--- src/rtl/msi_intx_pkg.sv ---
package msi_intx_pkg;
  typedef enum logic [1:0] {ST_IDLE, ST_SEND, ST_ACK} tx_state_e;

  localparam int CAP_EN_BIT   = 16;
  localparam int CAP_MME_LSB  = 20;
  localparam int CAP_A64_BIT  = 23;
  localparam int CMD_BME_BIT  = 2;
  localparam int CMD_IDIS_BIT = 10;
  localparam int DW           = 32;
  localparam int MAX_BEATS    = 5;

  function automatic logic [DW-1:0] hdr_dw0(input logic four_dw, input logic [2:0] tc);
    logic [2:0] fmt;
    fmt = four_dw ? 3'b011 : 3'b010;
    return {fmt, 5'b00000, 1'b0, tc, 10'd0, 10'd1};
  endfunction
endpackage

--- src/rtl/msi_rst_sync.sv ---
module msi_rst_sync (
  input  logic clk,
  input  logic rst_n,
  output logic rst_sync_n
);
  logic stage_q;

  always_ff @(posedge clk or negedge rst_n) begin
    if (!rst_n) begin
      stage_q    <= 1'b0;
      rst_sync_n <= 1'b0;
    end else begin
      stage_q    <= 1'b1;
      rst_sync_n <= stage_q;
    end
  end
endmodule

--- src/rtl/msi_payload.sv ---
module msi_payload #(
  parameter int MSG_W = 16,
  parameter int VEC_W = 5,
  parameter int OUT_W = 32
) (
  input  logic [MSG_W-1:0] msg_data,
  input  logic [VEC_W-1:0] vec,
  input  logic [2:0]       mme,
  output logic [OUT_W-1:0] payload
);
  localparam int NMAX = VEC_W;
  logic [2:0] nsel;

  always_comb begin
    nsel = (int'(mme) > NMAX) ? 3'(NMAX) : mme;
  end

  for (genvar i = 0; i < OUT_W; i++) begin : g_bit
    if (i < VEC_W && i < MSG_W) begin : g_merge
      assign payload[i] = (int'(nsel) > i) ? vec[i] : msg_data[i];
    end else if (i < MSG_W) begin : g_keep
      assign payload[i] = msg_data[i];
    end else begin : g_zero
      assign payload[i] = 1'b0;
    end
  end
endmodule

--- src/rtl/msi_tlp_fsm.sv ---
module msi_tlp_fsm
  import msi_intx_pkg::*;
#(
  parameter int BEATS = MAX_BEATS
) (
  input  logic                      clk,
  input  logic                      rst_n,
  input  logic                      go,
  input  logic [BEATS-1:0][DW-1:0]  beats_in,
  input  logic [2:0]                nbeats_in,
  input  logic                      tx_ready,
  output logic                      tx_valid,
  output logic [DW-1:0]             tx_data,
  output logic                      tx_last,
  output logic                      ack
);
  localparam int IDX_W = $clog2(BEATS);

  tx_state_e               st_q, st_d;
  logic [IDX_W-1:0]        idx_q, idx_d;
  logic [BEATS-1:0][DW-1:0] beats_q;
  logic [2:0]              nb_q;
  logic                    load_en;
  logic                    at_end;

  assign at_end = ({1'b0, idx_q} == (nb_q - 3'd1));

  always_comb begin
    st_d    = st_q;
    idx_d   = idx_q;
    load_en = 1'b0;
    unique case (st_q)
      ST_IDLE: if (go) begin
        st_d    = ST_SEND;
        idx_d   = '0;
        load_en = 1'b1;
      end
      ST_SEND: if (tx_ready) begin
        if (at_end) st_d = ST_ACK;
        else        idx_d = idx_q + 1'b1;
      end
      ST_ACK:  st_d = ST_IDLE;
      default: st_d = ST_IDLE;
    endcase
  end

  always_ff @(posedge clk or negedge rst_n) begin
    if (!rst_n) begin
      st_q  <= ST_IDLE;
      idx_q <= '0;
    end else begin
      st_q  <= st_d;
      idx_q <= idx_d;
    end
  end

  always_ff @(posedge clk) begin
    if (load_en) begin
      beats_q <= beats_in;
      nb_q    <= nbeats_in;
    end
  end

  assign tx_valid = (st_q == ST_SEND);
  assign tx_data  = beats_q[idx_q];
  assign tx_last  = tx_valid && at_end;
  assign ack      = (st_q == ST_ACK);
endmodule

--- src/rtl/msi_intx_ctrl.sv ---
module msi_intx_ctrl (
  input  logic clk,
  input  logic rst_n,
  input  logic req,
  input  logic msi_on,
  input  logic int_dis,
  output logic intx
);
  logic intx_d;

  always_comb intx_d = req && !msi_on && !int_dis;

  always_ff @(posedge clk or negedge rst_n) begin
    if (!rst_n) intx <= 1'b0;
    else        intx <= intx_d;
  end
endmodule

--- src/rtl/msi_intx_gen.sv ---
module msi_intx_gen
  import msi_intx_pkg::*;
#(
  parameter int TC_W  = 3,
  parameter int VEC_W = 5,
  parameter int MSG_W = 16
) (
  input  logic             clk,
  input  logic             rst_n,
  input  logic             irq_req,
  input  logic [TC_W-1:0]  irq_tc,
  input  logic [VEC_W-1:0] irq_vec,
  output logic             irq_ack,
  input  logic [31:0]      msi_cap_hdr,
  input  logic [31:0]      msi_addr_lo,
  input  logic [31:0]      msi_addr_hi,
  input  logic [MSG_W-1:0] msi_data,
  input  logic [15:0]      cmd_reg,
  input  logic [15:0]      req_id,
  output logic             tlp_valid,
  input  logic             tlp_ready,
  output logic [DW-1:0]    tlp_data,
  output logic             tlp_last,
  output logic             intx_sts
);
  logic rst_sync_n;
  logic msi_on, bme, int_dis, a64_cap, four_dw, go;
  logic [2:0] mme;
  logic [DW-1:0] payload;
  logic [MAX_BEATS-1:0][DW-1:0] beats;
  logic [2:0] nbeats;
  logic unused_cfg;

  assign msi_on  = msi_cap_hdr[CAP_EN_BIT];
  assign a64_cap = msi_cap_hdr[CAP_A64_BIT];
  assign mme     = msi_cap_hdr[CAP_MME_LSB +: 3];
  assign bme     = cmd_reg[CMD_BME_BIT];
  assign int_dis = cmd_reg[CMD_IDIS_BIT];
  assign unused_cfg = ^{msi_cap_hdr[31:24], msi_cap_hdr[19:17], msi_cap_hdr[15:0],
                        cmd_reg[15:11], cmd_reg[9:3], cmd_reg[1:0], msi_addr_lo[1:0]};

  assign four_dw = a64_cap && (msi_addr_hi != 32'd0);
  assign go      = irq_req && msi_on && bme;

  msi_rst_sync u_rst (
    .clk        (clk),
    .rst_n      (rst_n),
    .rst_sync_n (rst_sync_n)
  );

  msi_payload #(.MSG_W(MSG_W), .VEC_W(VEC_W), .OUT_W(DW)) u_pay (
    .msg_data (msi_data),
    .vec      (irq_vec),
    .mme      (mme),
    .payload  (payload)
  );

  always_comb begin
    beats[0] = hdr_dw0(four_dw, 3'(irq_tc));
    beats[1] = {req_id, 8'h00, 4'h0, 4'hF};
    if (four_dw) begin
      beats[2] = msi_addr_hi;
      beats[3] = {msi_addr_lo[31:2], 2'b00};
      beats[4] = payload;
      nbeats   = 3'd5;
    end else begin
      beats[2] = {msi_addr_lo[31:2], 2'b00};
      beats[3] = payload;
      beats[4] = '0;
      nbeats   = 3'd4;
    end
  end

  msi_tlp_fsm #(.BEATS(MAX_BEATS)) u_fsm (
    .clk       (clk),
    .rst_n     (rst_sync_n),
    .go        (go),
    .beats_in  (beats),
    .nbeats_in (nbeats),
    .tx_ready  (tlp_ready),
    .tx_valid  (tlp_valid),
    .tx_data   (tlp_data),
    .tx_last   (tlp_last),
    .ack       (irq_ack)
  );

  msi_intx_ctrl u_intx (
    .clk     (clk),
    .rst_n   (rst_sync_n),
    .req     (irq_req),
    .msi_on  (msi_on),
    .int_dis (int_dis),
    .intx    (intx_sts)
  );
endmodule

--- config.mk ---
export PLATFORM = sky130hd
export DESIGN_NAME = msi_intx_gen
export DESIGN_NICKNAME = d
export VERILOG_FILES = /design/src/rtl/msi_intx_pkg.sv /design/src/rtl/msi_rst_sync.sv /design/src/rtl/msi_payload.sv /design/src/rtl/msi_tlp_fsm.sv /design/src/rtl/msi_intx_ctrl.sv /design/src/rtl/msi_intx_gen.sv
export SDC_FILE = /design/constraint.sdc
export NUM_CORES = 1
export LEC_CHECK = 0
export CAP_MARGIN = 20
export CORE_ASPECT_RATIO = 0.9
export CORE_MARGIN = 10
export CORE_UTILIZATION = 45
export DETAILED_ROUTE_END_ITERATION = 10
export HOLD_SLACK_MARGIN = 0.15
export PLACE_DENSITY = 0.75
export SYNTH_ARGS = -nofsm -noshare
export SYNTH_HDL_FRONTEND = slang
export SYNTH_HIERARCHICAL = 1
export SYNTH_SLANG_ARGS = --single-unit
export TNS_END_PERCENT = 10
--- constraint.sdc ---
create_clock -name clk -period 2.1 [get_ports clk]
set_input_delay 0.42 -clock clk [delete_from_list [all_inputs] [get_ports clk]]
set_output_delay 0.42 -clock clk [all_outputs]
set_load 0.01 [all_outputs]
After elaboration in Yosys (flattened, before gate mapping)
Index checks and enable logic that the tools add are counted.
- equality and inequality tests: 7
- $lt $le $gt $ge: 7
- reduce and logical (&&, ||, !) cells: 13
- add/sub/neg operators: 2
- muxes and demuxes: 21
- operator list (operator ; number):
    $bmux 32 s3 ; 1
    $mux 48 ; 1
    $mux 32 ; 1
    $reduce_bool 32->1 ; 1
    $mux 3 ; 4
    $mux 1 ; 9
    $ne 2x2->1 const B ; 4
    $gt 3x1->1 const B ; 2
    $gt 3x2->1 const B ; 2
    $gt 3x3->1 const B ; 2
    $logic_and 1x1->1 ; 6
    $mux 2 ; 3
    $pmux 3 s2 ; 1
    $eq 3x4->1 ; 1
    $lt 3x4->1 const B ; 1
    $pmux 2 s2 ; 1
    $reduce_and 4->1 ; 1
    $sub 3x1->4 const B ; 1
    $add 3x1->3 const B ; 1
    $reduce_and 3->1 ; 1
    $eq 2x1->1 const B ; 1
    $eq 2x2->1 const B ; 1
    $logic_not 1->1 ; 2
    $logic_not 2->1 ; 1
    $reduce_bool 2->1 ; 1
- input port bits: 156
- flip-flop bits (word level): 129
- logic and storage cells: 65

Logic depth before layout (Yosys ltp)
- depth in word-level cells: 5
- mapped depth: 7

Hierarchy
Netlist, hierarchy kept.
- modules (own cells, without submodules) (module ; area an instance (µm²) ; seq. area each (µm²) ; times used ; cells each):
    msi_tlp_fsm ; 6473.7 ; 5019.8 ; 1 ; 382
    msi_intx_gen ; 1039.7 ; 0.0 ; 1 ; 121
    msi_payload ; 294.0 ; 0.0 ; 1 ; 37
    msi_rst_sync ; 53.8 ; 50.0 ; 1 ; 3
    msi_intx_ctrl ; 37.5 ; 25.0 ; 1 ; 2

Worst setup path before layout
OpenSTA, ideal clock, no wires.
- path kind: input -> register
- start: input cmd_reg[2]
- end: register u_fsm/beats_q[0] (netlist name)
- library setup time: 0.688 ns
- path slack: -6.002 ns
- arrival: 7.414 ns
- stages on the path: 3
- cells stage by stage: and3_1 > nand2b_1 > nor2_1
- RTL lines (what ; RTL line ; RTL):
    start: declaration ; msi_intx_gen.sv:18 ; input logic [15:0] cmd_reg,

Worst setup path in the final report
- start: register u_fsm.nb_q[1]
- end: output tlp_last
- longest elaborated chain between the ends: 3
- RTL lines (what ; RTL line ; RTL):
    start: declaration ; msi_tlp_fsm.sv:22 ; logic [2:0] nb_q;
    start signal: assignment ; msi_tlp_fsm.sv:60 ; nb_q <= nbeats_in;
    $sub 3x1->4 ; msi_tlp_fsm.sv:26 ; assign at_end = ({1'b0, idx_q} == (nb_q - 3'd1));
    $eq 3x4->1 ; msi_tlp_fsm.sv:26 ;
    $logic_and 1x1->1 ; msi_tlp_fsm.sv:66 ; assign tx_last = tx_valid && at_end;
    end: declaration ; msi_intx_gen.sv:23 ; output logic tlp_last,
No other way between the ends.

==> run metrics <==
outcome finished with violations; failing checks negative setup slack; synth unique cells 40; post-synthesis compound-gate area fraction 5.34%; clock slew at reported path FFs 0.06 ns; largest net degree at the start of global routing 40; CP endpoint kind output port; Setup crit start kind flop; slack of the critical path -0.215 ns; design area 11100 sq um; Post-Synthesis Cells 545; chip width 160 microns; mux cell area share after synthesis 17.9%; Area Growth Syn to Fin 40.7%; final hold vios 0; vias in the first global route 5747; Placed Cells incl. Taps 987; DR vias/cell 5.03; CTS sink count 171; post-synthesis register bit count 171; Initial Utilization 46.3%; HP Class flop to flop; register area 5100 sq um; Crit-path slowest cell edfxtp_1; drt first pass iters 4; I/O pins 192; crit path cell chain inv_1 -> ha_4 -> xor2_2 -> nand3_2 -> or2_4 -> nor2_2 -> buf_2; worst-case reg-to-reg path depth 8; drt wl/cell 19.1 microns; Syn Std Cell Area 7900 sq um; critical path's largest stage delay 0.36 ns; CP Class flop to output port; Hold Startpoint u_rst/stage_q; Fin Clk Skew 0.00656 ns; Power Total 11.8 mW; CP Max Fanout 2; post-route insts no fill 1037; Post-Synth XOR/XNOR Area 0.396%; number of buffers and inverters on the critical path 2; # rows 45; Port Buffers 148; VDD IR-drop max 837 uV; DRC 0; Max Cap Viol 0; Clk Latency, worst-skew pair 0.42 ns; layout cells sized above 1 31.3%; Seq/Total Area, Yosys 64.5%; detailed-route via count 5211; Largest delay share family, worst path simple AND/OR/NAND/NOR gates; pins over their slew limit 0; RSZ-0062 raised after global routing yes; final period utilization 110%; grt total ovfl 0; Cell Pwr Density 1060 nW/um^2; largest family of logic cells by synthesized area multiplexers; nets 947; worst endpoint required time 1.68 ns; Post-Synth Adder-Cell Area 0.317%; gr usage total 17.0%; die footprint 23300 sq um; RR Startpoint u_fsm/nb_q[1]; Fillers 1245; GPL Wtd Cong 0.820; Mean Syn Cell Area 14.5 sq um; crit path DAT 1.89 ns; Hold EP u_rst/rst_sync_n; Antenna Cells 0; DRT antenna net count 0; number of buffers created by CTS 17; Simple-Gate Fraction of Synth Area 6.65%; Detailed Route WL 19.8 mm; initial antenna violation count 0; Cell Area, Placed 10200 sq um; Yosys warnings 6; hpwl dp 14.0 mm; footprint of the multi-input gates 2940 sq um; Die Y 146 microns; Pleak 4.15 nW; Core Box Area 17100 sq um; worst reg2reg endpoint u_fsm/idx_q[0]; # H-tree levels 4; Final min period 2.31 ns; CTS tree done; Fmax achieved 0.432 GHz; Setup WS pre-CTS -0.814 ns; initial drt markers 341; count of final setup violators 33; R2R setup slack 0.20 ns; Clk Tree Root Cell clkbuf_16; global-route wire length before repair 31.2 mm; Longest Clk Path Bufs 2; hold path depth 0
[area by class of cell]
class,count,area share [%]
Sequential cell,171,45.9
Inverter,5,0.169
Multi-Input combinational cell,369,26.4
Timing Repair Buffer,225,19.2
Clock inverter,13,1.79
Tap cell,235,2.65
Clock buffer,19,3.90
[routing by layer]
layer	share of wire [%]	global-route usage [%]	vias to the layer above
li1	-	-	2465
met1	42	20.9	2568
met2	51	28.8	161
met3	5.7	4.97	17
met4	1.0	4.44	0
met5	0	0	-
[kinds of logic (layout without fill, tap and decap cells)]
group	count (synthesis)	count (layout)
adder cells (fa/ha/maj)	2	2
buffers and inverters	64	262
multiplexers	131	131
XOR/XNOR	2	2
AND/OR/NAND/NOR	98	98
flip-flops	171	171
other	4	63
AO/OA/AOI/OAI	73	73
[placed cells by master, fill, tap and decap left out, types with 2 or more instances in the layout]
cell / instances
mux2_1: 9
dlygate4sd2_1: 20
nor2_1: 34
buf_12: 14
buf_2: 33
nand2_1: 3
conb_1: 63
mux2_4: 3
buf_4: 48
clkinv_2: 2
nand4_1: 2
inv_1: 2
mux2_2: 56
clkbuf_16: 18
clkinv_1: 2
o21ai_1: 2
clkinvlp_4: 3
nor4_4: 5
bufinv_16: 5
a21oi_2: 15
dfrtp_2: 3
a21oi_1: 18
buf_6: 9
clkbuf_1: 2
o22ai_1: 22
and2_1: 37
inv_2: 3
o22ai_2: 9
edfxtp_1: 163
dlymetal6s2s_1: 2
dfrtp_1: 4
nor4_2: 3
clkdlybuf4s50_1: 92
dlygate4sd3_1: 2
nor2b_1: 2
buf_8: 3
mux2i_1: 61
[through the flow]
step                util [%]  setup TNS, ns  hold WS, ns
global route            65.1          -6.73        0.366
finish                  65.1          -3.96        0.353
global placement        59.7         -63.27        0.102
CTS                     63.7          -4.94        0.354
floorplan                  -        -228.33       0.0678
detailed placement      59.7         -63.71        0.116
[flip-flops by register name, summed over array words and instances, names as in the netlist]
register          flops
u_rst/stage_q         1
u_fsm/beats_q       160
u_fsm/nb_q            3
u_intx/intx           1
u_fsm/st_q            2
u_fsm/idx_q           3
u_rst/rst_sync_n      1
[power by group]
group	switching, mW	internal (mW)
sequential	0.128	4.02
clock	1.25	2.10
combinational	2.22	2.08
[worst max path at each step]
stage / start / to / slack, ns / depth (start not counted)
floorplan: cmd_reg[2] / u_fsm/beats_q[0] / -1.40 / 3
global placement: msi_addr_hi[18] / u_fsm/beats_q[83] / -0.80 / 7
detailed placement: msi_addr_hi[18] / u_fsm/beats_q[86] / -0.81 / 7
CTS: u_fsm/nb_q[0] / tlp_last / -0.24 / 7
global route: u_fsm/nb_q[1] / tlp_last / -0.30 / 7
finish: u_fsm/nb_q[1] / tlp_last / -0.21 / 7
[synthesized netlist by cell type]
cell | number | area [sq um]
inv_2 | 2 | 7.51
xor2_1 | 1 | 8.76
and2_1 | 37 | 231
nor3_2 | 1 | 10.0
o21ai_2 | 2 | 17.5
ha_1 | 2 | 25.0
a22oi_1 | 1 | 7.51
nand3_1 | 1 | 5.00
o21ai_1 | 2 | 10.0
conb_1 | 4 | 15.0
or2_1 | 1 | 6.26
o22ai_1 | 31 | 194
mux2_1 | 9 | 101
nor2_1 | 36 | 135
a21oi_1 | 33 | 165
xnor3_1 | 1 | 22.5
buf_6 | 1 | 11.3
clkbuf_1 | 17 | 63.8
clkbuf_2 | 1 | 5.00
buf_4 | 28 | 210
o21ai_0 | 1 | 5.00
a211oi_1 | 1 | 7.51
buf_2 | 12 | 60.1
nand2_1 | 4 | 15.0
mux2_2 | 57 | 642
o31ai_1 | 1 | 7.51
and3_1 | 1 | 6.26
nand2b_1 | 2 | 12.5
edfxtp_1 | 163 | 4890
mux4_2 | 1 | 22.5
nand4_1 | 2 | 12.5
nor2b_1 | 3 | 18.8
dfrtp_1 | 8 | 200
o21bai_1 | 1 | 7.51
mux2i_1 | 62 | 621
mux2_4 | 2 | 30.0
nor4_1 | 8 | 50.1
inv_1 | 3 | 11.3
nor3b_2 | 1 | 12.5
nand3_2 | 1 | 10.0
[repair_timing]
item                                    CTS  global route
pin swaps                                27            23
hold buffers                              2             0
buffers inserted                         10             7
gates resized for setup                 184            41
endpoints found under the setup margin  115            81
gates cloned                              0             1
hold endpoints to repair                  8             0
(Power assumes the default switching activity.)
